### config.mk
export PLATFORM = sky130hd
export DESIGN_NAME = spi_ctl_tunnel
export DESIGN_NICKNAME = d
export VERILOG_FILES = /design/src/rtl/spi_tun_pkg.sv /design/src/rtl/spi_edge_sync.sv /design/src/rtl/spi_frame_tx.sv /design/src/rtl/spi_frame_rx.sv /design/src/rtl/spi_ctl_tunnel.sv
export SDC_FILE = /design/constraint.sdc
export NUM_CORES = 1
export LEC_CHECK = 0
export BUFFER_PORTS_ARGS = -buffer_cell sky130_fd_sc_hd__clkbuf_2
export CORE_MARGIN = 3
export CORE_UTILIZATION = 50
export CTS_CLUSTER_DIAMETER = 50
export CTS_CLUSTER_SIZE = 20
export DETAILED_ROUTE_END_ITERATION = 12
export PLACE_DENSITY_LB_ADDON = 0.05
export SYNTH_ARGS = -nofsm -noshare
export SYNTH_HDL_FRONTEND = slang
export SYNTH_SLANG_ARGS = --single-unit
export TNS_END_PERCENT = 1
### constraint.sdc
create_clock -name clk -period 1.8 [get_ports clk]
set_input_delay 0.18 -clock clk [delete_from_list [all_inputs] [get_ports clk]]
set_output_delay 0.18 -clock clk [all_outputs]
set_load 0.005 [all_outputs]
### src/rtl/spi_tun_pkg.sv
package spi_tun_pkg;
  localparam logic TYPE_CTRL = 1'b1;
  localparam logic START_LVL = 1'b0;
  localparam logic STOP_LVL  = 1'b1;
  typedef enum logic {RX_IDLE, RX_BITS} rx_state_e;
endpackage

### src/rtl/spi_edge_sync.sv
module spi_edge_sync #(
  parameter int STAGES = 2
) (
  input  logic clk,
  input  logic rst_n,
  input  logic async_in,
  output logic rise
);
  // pipe[STAGES-1] is the synchronized level, pipe[STAGES] its delayed copy
  logic [STAGES:0] pipe;

  always_ff @(posedge clk or negedge rst_n) begin
    if (!rst_n) pipe <= '0;
    else        pipe <= {pipe[STAGES-1:0], async_in};
  end

  assign rise = pipe[STAGES-1] & ~pipe[STAGES];
endmodule

### src/rtl/spi_frame_tx.sv
module spi_frame_tx
  import spi_tun_pkg::*;
#(
  parameter int PL_W    = 9,
  parameter int BIT_CYC = 2
) (
  input  logic            clk,
  input  logic            rst_n,
  input  logic            go,
  input  logic [PL_W-1:0] payload,
  output logic            line,
  output logic            busy,
  output logic            overrun
);
  localparam int FB = PL_W + 3;
  localparam int CW = (BIT_CYC > 1) ? $clog2(BIT_CYC) : 1;
  localparam int IW = $clog2(FB);

  logic [FB-1:0] frame_w;
  logic [FB-1:0] sh;
  logic [CW-1:0] cyc;
  logic [IW-1:0] idx;

  assign frame_w = {STOP_LVL, payload, TYPE_CTRL, START_LVL};

  always_ff @(posedge clk or negedge rst_n) begin
    if (!rst_n) begin
      line    <= 1'b1;
      busy    <= 1'b0;
      overrun <= 1'b0;
      sh      <= '0;
      cyc     <= '0;
      idx     <= '0;
    end else begin
      if (go && busy) overrun <= 1'b1;
      if (!busy) begin
        if (go) begin
          line <= frame_w[0];
          sh   <= frame_w >> 1;
          busy <= 1'b1;
          cyc  <= '0;
          idx  <= '0;
        end
      end else if (cyc == CW'(BIT_CYC - 1)) begin
        cyc <= '0;
        if (idx == IW'(FB - 1)) begin
          busy <= 1'b0;
          line <= 1'b1;
        end else begin
          idx  <= idx + 1'b1;
          line <= sh[0];
          sh   <= sh >> 1;
        end
      end else begin
        cyc <= cyc + 1'b1;
      end
    end
  end
endmodule

### src/rtl/spi_frame_rx.sv
module spi_frame_rx
  import spi_tun_pkg::*;
#(
  parameter int PL_W    = 9,
  parameter int BIT_CYC = 2
) (
  input  logic            clk,
  input  logic            rst_n,
  input  logic            line,
  input  logic            enable,
  output logic [PL_W-1:0] word
);
  localparam int FB = PL_W + 3;
  localparam int SW = FB - 1;
  localparam int CW = (BIT_CYC > 1) ? $clog2(BIT_CYC) : 1;
  localparam int IW = $clog2(FB);

  rx_state_e     st;
  logic [CW-1:0] cyc;
  logic [IW-1:0] idx;
  logic [SW-1:0] sh, nxt;

  // after the last sample: nxt[0] = type, nxt[SW-1] = stop
  assign nxt = {line, sh[SW-1:1]};

  always_ff @(posedge clk or negedge rst_n) begin
    if (!rst_n) begin
      st   <= RX_IDLE;
      cyc  <= '0;
      idx  <= '0;
      sh   <= '0;
      word <= '0;
    end else begin
      case (st)
        RX_IDLE: if (line == START_LVL) begin
          st  <= RX_BITS;
          cyc <= '0;
          idx <= '0;
        end
        default: begin
          if (cyc == CW'(BIT_CYC - 1)) begin
            cyc <= '0;
            sh  <= nxt;
            if (idx == IW'(SW - 1)) begin
              st <= RX_IDLE;
              if (enable && nxt[SW-1] == STOP_LVL && nxt[0] == TYPE_CTRL)
                word <= nxt[PL_W:1];
            end else begin
              idx <= idx + 1'b1;
            end
          end else begin
            cyc <= cyc + 1'b1;
          end
        end
      endcase
    end
  end
endmodule

### src/rtl/spi_ctl_tunnel.sv
module spi_ctl_tunnel #(
  parameter int CTL_W   = 6,
  parameter int DAT_W   = 18,
  parameter int BIT_CYC = 2,
  parameter int SYNC_ST = 2,
  parameter int CLK_IDX = 5,
  parameter int SDA_IDX = 4,
  parameter int DUP_CLK = 7,
  parameter int DUP_SDA = 6
) (
  input  logic             clk,
  input  logic             rst_n,
  input  logic             tx_mode_par,
  input  logic [CTL_W-1:0] ctl_in,
  input  logic             dir_in,
  input  logic             sel_in,
  input  logic             cs_in,
  output logic             tx_line,
  output logic             tx_ovr,
  input  logic             rx_mode_par,
  input  logic             rx_line,
  output logic [CTL_W-1:0] ctl_out,
  output logic             dir_out,
  output logic             sel_out,
  output logic             cs_out,
  output logic [DAT_W-1:0] dat_out
);
  localparam int PL_W = CTL_W + 3;

  logic            sclk_rise, go, tx_busy;
  logic [PL_W-1:0] rx_word;

  spi_edge_sync #(.STAGES(SYNC_ST)) u_sync (
    .clk(clk), .rst_n(rst_n), .async_in(ctl_in[CLK_IDX]), .rise(sclk_rise)
  );

  assign go = sclk_rise & ~tx_mode_par & ~sel_in;

  spi_frame_tx #(.PL_W(PL_W), .BIT_CYC(BIT_CYC)) u_tx (
    .clk(clk), .rst_n(rst_n), .go(go),
    .payload({cs_in, sel_in, dir_in, ctl_in}),
    .line(tx_line), .busy(tx_busy), .overrun(tx_ovr)
  );

  spi_frame_rx #(.PL_W(PL_W), .BIT_CYC(BIT_CYC)) u_rx (
    .clk(clk), .rst_n(rst_n), .line(rx_line), .enable(~rx_mode_par),
    .word(rx_word)
  );

  assign ctl_out = rx_word[CTL_W-1:0];
  assign dir_out = rx_word[CTL_W];
  assign sel_out = rx_word[CTL_W+1];
  assign cs_out  = rx_word[CTL_W+2];

  for (genvar i = 0; i < DAT_W; i++) begin : g_dat
    if (i == DUP_CLK) begin : g_clk
      assign dat_out[i] = ~rx_mode_par & rx_word[CLK_IDX];
    end else if (i == DUP_SDA) begin : g_sda
      assign dat_out[i] = ~rx_mode_par & rx_word[SDA_IDX];
    end else begin : g_zero
      assign dat_out[i] = 1'b0;
    end
  end
endmodule

After elaboration in Yosys (flattened, before gate mapping). Cells that the tools add are included.

Add/sub/neg operators: 4. Eq/ne operators: 7. Muxes and demuxes: 29. Bitwise operators: 9. Reduce and logical (&&, ||, !) cells: 9.

Operator list (count): two-way mux 12 bit (4); two-way mux 4 bit (8); two-way mux 1 bit (17); adder 4 x 1 -> 4 bit (second input constant) (2); equality test 4 bit (second input constant) (2); inequality test 2 bit (second input constant) (4); AND reduction 3 bit (2); bitwise AND 1 bit (5); inverter 1 bit (4); AND reduction 2 bit (2); AND reduction 4 bit (1); logical AND 1 bit (3); adder 1 bit (second input constant) (2); inequality test 2 x 1 -> 1 bit (second input constant) (1); nonzero test 2 bit (1).

Register bits: 49. Bits of input ports: 14. Word-level logic and storage cells: 70.

Depth between registers and ports, before layout.
Depth after elaboration: 6. Mapped depth: 5. Mapped depth without buffers: 5.

By module. From an unflattened synthesis, not the netlist that was laid out.

Cell total of the unflattened synthesis: 171. Area total of the unflattened synthesis: 2147.1 µm².

Modules (own cells, without submodules): spi_frame_rx (instances 1, cells an instance 71, area each 1018.5 µm², seq. area each 625.6 µm²); spi_frame_tx (instances 1, cells an instance 75, area each 887.1 µm², seq. area each 476.7 µm²); spi_ctl_tunnel (instances 1, cells an instance 21, area each 152.6 µm², seq. area each 0.0 µm²); spi_edge_sync (instances 1, cells an instance 4, area each 88.8 µm², seq. area each 75.1 µm²).

Worst setup path after synthesis. No wires, ideal clock.

Kind: reg2reg. Start: register u_rx.idx[0]. End: register u_rx.word[0]. Setup time: 0.125 ns. Arrival time: 1.650 ns. Slack: 0.025 ns. Stages on the path, launching flop included: 6. Path buffers: 0. Path through: dfrtp_1 -> inv_1 -> ha_1 -> nand3b_1 -> nor4_4 -> mux2_2.

Word-level cells in the longest chain between the ends: 2.

Ends and longest elaborated chain: from (decl) (RTL line spi_frame_rx.sv:20) `logic [IW-1:0] idx;`; from (signal assigned) (RTL line spi_frame_rx.sv:49) `idx <= idx + 1'b1;`; equality test 4 bit (RTL line spi_frame_rx.sv:44) `if (idx == IW'(SW - 1)) begin`; AND reduction 4 bit (no line); to (signal assigned) (RTL line spi_frame_rx.sv:47) `word <= nxt[PL_W:1];`; to (decl) (RTL line spi_frame_rx.sv:11) `output logic [PL_W-1:0] word`.

Every way passes these cells. A chain may end at the register's enable or synchronous reset.

Worst setup path after layout.
Start: register u_sync.pipe[2]. End: register u_tx.sh[9].

Word-level cells in the longest chain between the ends: 6.

Ends and longest elaborated chain: from (decl) (RTL line spi_edge_sync.sv:10) `logic [STAGES:0] pipe;`; from (signal assigned) (RTL line spi_edge_sync.sv:14) `else pipe <= {pipe[STAGES-1:0], async_in};`; inverter 1 bit (RTL line spi_edge_sync.sv:17) `assign rise = pipe[STAGES-1] & ~pipe[STAGES];`; bitwise AND 1 bit (RTL line spi_edge_sync.sv:17); bitwise AND 1 bit (2 in a row) (RTL line spi_ctl_tunnel.sv:37) `assign go = sclk_rise & ~tx_mode_par & ~sel_in;`; nonzero test 2 bit (no line); AND reduction 3 bit (no line); to (signal assigned) (RTL line spi_frame_tx.sv:39) `sh <= frame_w >> 1;`; to (signal assigned) (RTL line spi_frame_tx.sv:52) `sh <= sh >> 1;`; to (decl) (RTL line spi_frame_tx.sv:20) `logic [FB-1:0] sh;`.

Every way passes these cells.

==> key figures <==
Layout
  • Final net count: 255
  • Cell area after layout: 2640 um2
  • Share of layout cells above drive strength 1: 30.1%
  • Ant. Diodes: 0
  • Multi-input logic area: 1030 um2
  • FF/Latch Area: 1180 um2
  • Fill cells: 389
  • Synth-to-layout area growth: 13.0%

Critical path
  • CP Max Fanout: 5
  • Critical path type: flop to flop
  • Delay of the slowest critical-path stage: 0.65 ns
  • Worst path cell trace: or4b_1 -> buf_4 -> mux2i_1 -> a211oi_1
  • FF-to-FF Start: u_sync.pipe[2]
  • Slowest-stage cell, CP: or4b_1
  • Critical path launch point type: flop
  • WP data arrival: 1.93 ns
  • Crit path from: u_sync.pipe[2]
  • Worst endpoint required time: 2.00 ns
  • Crit. End Element: flop

Power and ir drop
  • Comb power frac: 37.8%
  • Int Pwr: 0.00277 W
  • P_leak: 1.24 nW
  • Switching pwr: 0.00147 W
  • Total Power: 0.00423 W
  • Pwr dens: 1600 nW/um2
  • Seq pwr share: 43.5%
  • Part of the power in the clock network: 18.7%
  • Max VDD drop: 648 uV
  • Sw frac: 34.6%

Global routing
  • Grt total ovfl: 0
  • First-pass GRT wire length: 7140 um
  • Vias in the first global route: 1560
  • Antenna violations before repair: 0
  • Tot GR Track Use: 16.5%
  • Largest net degree at the start of global routing: 27

Clocking
  • Sink Count: 47
  • CTS Buffer Depth: 2
  • H-tree depth: 2
  • CTS tree: done
  • TritonCTS buffer count: 5
  • CTS Root Cell: clkbuf_8
  • Clk pin slew, worst setup/hold paths: 0.08 ns
  • Worst skew pair latency: 0.29 ns

Floorplanning
  • Initial Util: 52.6%
  • Row count: 24
  • Core box area: 4440 um2
  • Die Ht: 74.4 um
  • Die Area: 5530 um2
  • Die W: 74.4 um
  • # IOs: 43

Yosys
  • Dominant cells by area after synthesis: dfrtp_1, mux2_2, buf_4
  • Most frequent cell after synthesis: dfrtp_1
  • EDFF count, synth: 0
  • Synthesized area: 2340 um2
  • Mapped Avg Cell Area: 11.4 um2
  • Most instantiated cells after synthesis: dfrtp_1, mux2_2, buf_4
  • Area fraction of the dominant cell type after synthesis: 49.3%
  • Ys flop type: dfrtp_1
  • #FFs+latches synth: 47
  • Syn Inst Count: 205
  • FFs w/ async S/R, synth: 100%
  • Synth area leader: dfrtp_1
  • Post-synthesis sequential area ratio: 50.4%
  • YS warnings: 0
  • Distinct cells, synth: 46

Route
  • Total wire length: 4320 um
  • TritonRoute pass-1 iters: 3
  • Initial drt markers: 83
  • Residual DRC: 0
  • Antenna viol nets, final: 0
  • Via count: 1617
  • Drt wl/cell: 14.8 um
  • Vias per cell: 5.56

Placement
  • Placed Instance Area: 2500 um2
  • Input/output buffers: 26
  • HPWL Detailed: 3070 um
  • GPL Wtd Cong: 0.842

STA
  • Count of final setup violators: 0
  • Worst-margin pin slew: 0.510 ns
  • Final Cycle Share: 96.1%
  • Highest Clock Rate: 578 MHz
  • Final slew viol count: 0
  • RSZ-0062 raised after global routing: false
  • Post-route setup TNS: 0 ns
  • Crit path time final: 1.73 ns
  • Relative slew slack: 65.9%
  • Skew final: 0.00145 ns
  • Final Hold Fails: 0

Flow run
  • Maxcap violations: 0

Min path
  • Min-delay src: rx_line
  • Hold Crit Class: primary input to flop

Outcome
  • Status: finished clean
==> routing by layer <==
layer / share of wire (%) / vias to the layer above / GRT usage, %
met5: 0 / - / 0
met4: 1.0 / 0 / 4.94
met3: 3.6 / 5 / 4.05
met2: 50 / 33 / 28.0
met1: 45 / 803 / 20.8
li1: - / 776 / -
==> power by group through the flow <==
stage               clock [W]  sequential (W)  combinational (W)
floorplan                   0         0.00175            0.00129
global route         0.000857         0.00190            0.00180
detailed placement          0         0.00186            0.00162
finish               0.000792         0.00184            0.00160
global placement            0         0.00183            0.00155
CTS                  0.000826         0.00184            0.00162
==> final timing paths <==
check	cells after the start	slack, ns	to
max in group asynchronous	3	1.09	u_tx.line
min in group asynchronous	3	0.44	u_tx.sh[1]
worst min register to register	0	0.36	u_sync.pipe[1]
worst max-delay path	4	0.07	u_tx.sh[9]
worst min-delay path	2	0.16	u_rx.sh[10]
worst max register to register	4	0.07	u_tx.sh[9]
==> state kept, by name, summed over array words and instances (netlist names) <==
register      cells
u_rx.word         9
u_tx.cyc          1
u_sync.pipe       3
u_tx.overrun      1
u_rx.sh          10
u_tx.idx          4
u_rx.cyc          1
u_rx.idx          4
u_rx.st           1
u_tx.sh          11
u_tx.line         1
u_tx.busy         1
==> critical path, delay by kind of cell (launching register included) <==
kind            cells  cell delay, ns
compound gates      1            0.24
buf+inv             1            0.22
flops               1            0.41
mux                 1            0.12
simple gates        1            0.65
==> through the flow <==
stage	hold WS, ns	utilization (%)	std cells	setup WS (ns)
6_report	0.164	59.4	291	0.0704
5_1_grt	0.148	59.4	291	0.00459
4_1_cts	0.146	59.3	291	0.0522
3_5_place_dp	0.191	56.3	281	0.0682
3_3_place_gp	0.187	56.3	281	0.114
2_1_floorplan	-0.116	-	220	0.0254
==> cells by family (layout without fill, tap and decap cells) <==
group | Yosys count | after routing | share of synthesized area, %
muxes | 30 | 30 | 14.0
other | 1 | 16 | 0.160
DFF | 47 | 47 | 50.4
buffers and inverters | 32 | 51 | 8.14
xor gates and xnor gates | 2 | 2 | 0.750
and+or+nand+nor | 52 | 52 | 13.8
adders and majority gates | 3 | 3 | 1.61
AOI/OAI and AO/OA | 38 | 38 | 11.2
==> cells in the final DEF, fill, tap and decap left out, types with 2 or more instances in the layout <==
master,count
dlygate4sd3_1,2
a211oi_1,12
nand3b_1,2
o21ai_0,5
conb_1,16
o211ai_1,2
ha_1,3
mux2_2,21
a22o_1,2
inv_1,2
mux2i_1,9
clkbuf_8,6
nand3_1,3
o22ai_1,3
nand2_1,14
nor3_1,4
dfrtp_1,46
buf_4,11
nand4_1,4
nor2_1,5
nor2b_1,5
nor4_1,5
clkbuf_2,26
a21oi_1,6
nand2b_1,2
==> timing repair <==
item,CTS,global route
setup buffers,0,0
endpoints found under the hold margin,47,0
hold buffers,2,0
setup endpoints to repair,0,9
gates resized for setup,0,1
==> layout make-up <==
| class | instances | area share [%] |
|---|---|---|
| Clock buffer | 6 | 3.13 |
| Tap cell | 52 | 2.46 |
| Inverter | 3 | 0.426 |
| Multi-Input combinational cell | 141 | 38.8 |
| Timing Repair Buffer | 40 | 9.24 |
| Sequential cell | 47 | 44.6 |
| Clock inverter | 2 | 1.33 |
(Power assumes the default switching activity.)
